**config.mk**
```make
export PLATFORM = sky130hd
export DESIGN_NAME = pulse_qualifier
export DESIGN_NICKNAME = d
export VERILOG_FILES = /design/src/rtl/pq_pkg.sv /design/src/rtl/pq_sync.sv /design/src/rtl/pq_stability_timer.sv /design/src/rtl/pq_out_select.sv /design/src/rtl/pulse_qualifier.sv
export SDC_FILE = /design/constraint.sdc
export NUM_CORES = 1
export LEC_CHECK = 0
export BUFFER_PORTS_ARGS = -buffer_cell sky130_fd_sc_hd__clkbuf_2
export CORE_AREA = 2 2 39 41
export DETAILED_ROUTE_END_ITERATION = 8
export DIE_AREA = 0 0 41 43
export SLEW_MARGIN = 30
export SYNTH_ARGS = -nofsm -noshare
export SYNTH_HDL_FRONTEND = slang
export SYNTH_SLANG_ARGS = --single-unit
```
**constraint.sdc**
```tcl
create_clock -name clk -period 1.09 [get_ports clk]
set_clock_uncertainty 0.05 [all_clocks]
set_input_delay 0.218 -clock clk [delete_from_list [all_inputs] [get_ports clk]]
set_output_delay 0.218 -clock clk [all_outputs]
set_load 0.02 [all_outputs]
```
**src/rtl/pq_pkg.sv**
```systemverilog
package pq_pkg;
  typedef enum logic {
    PQ_BYPASS = 1'b0,
    PQ_FILTER = 1'b1
  } pq_mode_e;
endpackage

```
**src/rtl/pq_sync.sv**
```systemverilog
module pq_sync #(
  parameter int STAGES = 2
) (
  input  logic clk,
  input  logic rst,
  input  logic d,
  output logic q
);
  for (genvar i = 0; i < STAGES; i++) begin : g_stage
    logic ff;
    logic nxt;
    if (i == 0) begin : g_first
      assign nxt = d;
    end else begin : g_next
      assign nxt = g_stage[i-1].ff;
    end
    always_ff @(posedge clk) begin
      if (rst) ff <= 1'b0;
      else     ff <= nxt;
    end
  end

  assign q = g_stage[STAGES-1].ff;
endmodule

```
**src/rtl/pq_stability_timer.sv**
```systemverilog
module pq_stability_timer #(
  parameter int QUAL_CYCLES = 14
) (
  input  logic clk,
  input  logic rst,
  input  logic smp,
  output logic lvl
);
  localparam int CW = (QUAL_CYCLES < 2) ? 1 : $clog2(QUAL_CYCLES);
  localparam logic [CW-1:0] LAST = CW'(QUAL_CYCLES - 1);

  logic [CW-1:0] cnt;

  always_ff @(posedge clk) begin
    if (rst) begin
      cnt <= '0;
      lvl <= 1'b0;
    end else if (smp == lvl) begin
      cnt <= '0;
    end else if (cnt == LAST) begin
      cnt <= '0;
      lvl <= smp;
    end else begin
      cnt <= cnt + 1'b1;
    end
  end
endmodule

```
**src/rtl/pq_out_select.sv**
```systemverilog
module pq_out_select
  import pq_pkg::*;
(
  input  logic     clk,
  input  logic     rst,
  input  pq_mode_e mode,
  input  logic     raw_s,
  input  logic     filt,
  output logic     q
);
  always_ff @(posedge clk) begin
    if (rst)                    q <= 1'b0;
    else if (mode == PQ_FILTER) q <= filt;
    else                        q <= raw_s;
  end
endmodule

```
**src/rtl/pulse_qualifier.sv**
```systemverilog
module pulse_qualifier
  import pq_pkg::*;
#(
  parameter int QUAL_CYCLES = 14,
  parameter int SYNC_STAGES = 2
) (
  input  logic clk,
  input  logic rst,
  input  logic pulse_raw,
  input  logic debounce_en,
  output logic pulse_out
);
  logic     synced_lvl;
  logic     filt_lvl;
  pq_mode_e mode;

  assign mode = pq_mode_e'(debounce_en);

  pq_sync #(.STAGES(SYNC_STAGES)) u_sync (
    .clk (clk),
    .rst (rst),
    .d   (pulse_raw),
    .q   (synced_lvl)
  );

  pq_stability_timer #(.QUAL_CYCLES(QUAL_CYCLES)) u_timer (
    .clk (clk),
    .rst (rst),
    .smp (synced_lvl),
    .lvl (filt_lvl)
  );

  pq_out_select u_sel (
    .clk   (clk),
    .rst   (rst),
    .mode  (mode),
    .raw_s (synced_lvl),
    .filt  (filt_lvl),
    .q     (pulse_out)
  );
endmodule

```
==> flow_metrics.tcl <==
set metrics [dict create \
    outcome "complete, no violations" \
    coreArea_um2 1380 \
    first_iter_violations 0 \
    synth_area_leaders "dfxtp_1, ha_1, nor2_1, mux2i_1, xor2_1" \
    fin_crit_sh 0.933 \
    vias 198 \
    synth_warnings 0 \
    required_ps 1180 \
    crit_end "u_timer.cnt[2]$_SDFF_PP0_" \
    postCtsSetupBuffers 0 \
    cp-start-kind "flip-flop" \
    via_per_inst 3.88 \
    cts_tree "built" \
    rsz0062_at_grt "true" \
    synth_top_cell_area_share 0.557 \
    r2r_cells 4 \
    finalCriticalPeriod_ps 1020 \
    leakagePower_nw 0.164 \
    numCtsBuffers 3 \
    clock_sinks 8 \
    cp_slowest_cell "dfxtp_2" \
    synth_cell_types 10 \
    crit_type "flip-flop to flip-flop" \
    initial_core_util 0.208 \
    htreeDepth 1 \
    syn_area_um2 288 \
    synth_nets 33 \
    slew_viol_final 0 \
    drc 0 \
    dr.pass1.iters 1 \
    nets 43 \
    startpoint "u_timer.cnt[0]$_SDFF_PP0_" \
    worstSkewPairLatency_ps 250 \
    cp_num_buf_inv 1 \
    grt_pass1_vias 206 \
    gp_congestion 0.685 \
    worst_slew_pin_slew_ps 177 \
    drive_gt1_frac 0.371 \
    max_freq_ghz 0.983 \
    drt_wl_total_um 438 \
    clk_pin_slew_worst_paths_ps 50 \
    wl_per_cell_um 8.59 \
    grt_remaining_overflow 0 \
    ir_worst_vdd_uv 721 \
    critPathMaxFanout 3 \
    syn_inst 27 \
    path_cells "buf_4 > ha_1 > xnor2_1 > nor2_1" \
    rows 14 \
    power_density_nw_per_um2 1430 \
    whs_path_depth 2 \
    n_antenna_cell 0 \
    die_width_um 41 \
    path_depth 4 \
    grtUsageTotal 0.0755 \
    rr_startpoint "u_timer.cnt[0]$_SDFF_PP0_" \
    maxSlewHeadroom 0.882 \
    fp.dieH_um 43 \
    synth.largest_area_cell "dfxtp_1" \
    synth.avg_cell_area_um2 10.7 \
    total_power_uw 540 \
    antenna_found_initial 0 \
    max_stage_delay_ps 330 \
    whs_ps 133 \
    setup_violations 0 \
    worstPathArrival_ps 1110 \
    hold_buffers 0 \
    numPortBuffers 4 \
    synth-seq-cells 8 \
    area_delta_synth_final_pct 31.3 \
    reg2reg_to "u_timer.cnt[2]$_SDFF_PP0_" \
    grt_pass1_wl_um 786 \
    clk_path_buf_depth 2 \
    crit_family "flip-flops" \
    dieArea_um2 1760 \
    grt_max_degree 6 \
    hold_violations 0 \
    hold_class "primary input to flip-flop" \
    seq_area_frac_synth 0.557 \
    ant_nets 0 \
    clockRootBuffer "clkbuf_4" \
    cap_violations 0 \
    io_pins 5 \
    rrSetupSlack_ps 70 \
    endpoint_kind "flip-flop" \
]
[where the power goes]
part	leakage, nW	switching, mW	internal, mW	total [mW]
clock network	0.0138	0.0928	0.125	0.218
logic	0.0844	0.00887	0.0115	0.0204
registers	0.0660	0.00307	0.298	0.301
total	0.164	0.105	0.435	0.540
[worst min path at each step]
| stage | slack (ps) | start | to |
|---|---|---|---|
| after floorplan | 240 | rst | u_sync.g_stage[0].ff$_SDFF_PP0_ |
| after CTS | 120 | pulse_raw | u_sync.g_stage[0].ff$_SDFF_PP0_ |
| after detailed placement | 380 | u_sync.g_stage[0].ff$_SDFF_PP0_ | u_sync.q$_SDFF_PP0_ |
| after global routing | 120 | pulse_raw | u_sync.g_stage[0].ff$_SDFF_PP0_ |
| final | 130 | pulse_raw | u_sync.g_stage[0].ff$_SDFF_PP0_ |
| after global placement | 370 | u_sync.g_stage[0].ff$_SDFF_PP0_ | u_sync.q$_SDFF_PP0_ |
[synthesized netlist by cell type]
library cell and count:
mux2i_1 2, nand3b_1 1, nor2b_1 2, nor2_1 6
dfxtp_1 8, nand3_1 2, xor2_1 2, ha_1 2
inv_1 1, xnor2_1 1
[metrics by stage]
| step | utilization | worst slack (ps) | cells | instance area, um2 | TNS [ps] |
|---|---|---|---|---|---|
| after floorplan | - | 78.3 | 27 | 288 | 0 |
| after global placement | 0.242 | 30.5 | 48 | 335 | 0 |
| after detailed placement | 0.242 | 0.528 | 48 | 335 | 0 |
| after CTS | 0.259 | 2.15 | 51 | 359 | 0 |
| after global routing | 0.273 | -13.8 | 51 | 378 | -14.5 |
| final | 0.273 | 72.6 | 51 | 378 | 0 |
[flip-flops by register name (all words and copies together), names as in the netlist]
| register | cells |
|---|---|
| u_timer.cnt | 4 |
| u_sync.g_stage.ff | 1 |
| u_sel.q | 1 |
| u_timer.lvl | 1 |
| u_sync.q | 1 |
[cells by family (layout without fill, tap and decap cells)]
group                      Yosys count  in the layout  share of synthesized area
buffers and inverters                1              9                     0.0130
DFF                                  8              8                      0.557
xor gates and xnor gates             3              3                     0.0913
muxes                                2              2                     0.0696
and+or+nand+nor                     11             11                      0.183
adders and majority gates            2              2                     0.0869
[final cells by class]
class	count	area, um2
inverter	1	3.75
multi-input combinational	18	141
fill	153	1010
tap	16	20.0
sequential	8	163
clock buffer	3	22.5
timing repair buffer	5	27.5
[metal layers]
layer,global-route usage,vias up,wire length (um)
met3,0.0942,0,47
met5,0,-,0
met2,0.0813,9,197
li1,-,104,-
met1,0.0909,85,193
met4,0.0200,0,0
[what timing repair did]
item / in CTS / in global routing
gates resized for setup: 1 / 5
setup endpoints to repair: 3 / 5
pin swaps: 2 / 4
[layout by cell type (no fill, tap or decap)]
master,instances
ha_4,1
inv_2,1
dfxtp_2,2
nor2b_1,2
xnor2_1,1
clkbuf_2,4
mux2i_1,2
nand3b_1,1
nand3_2,1
xor2_1,2
ha_1,1
buf_4,1
clkbuf_4,3
nand3_1,1
dfxtp_1,6
nor2_1,6
Power figures use the tool's default switching activity.
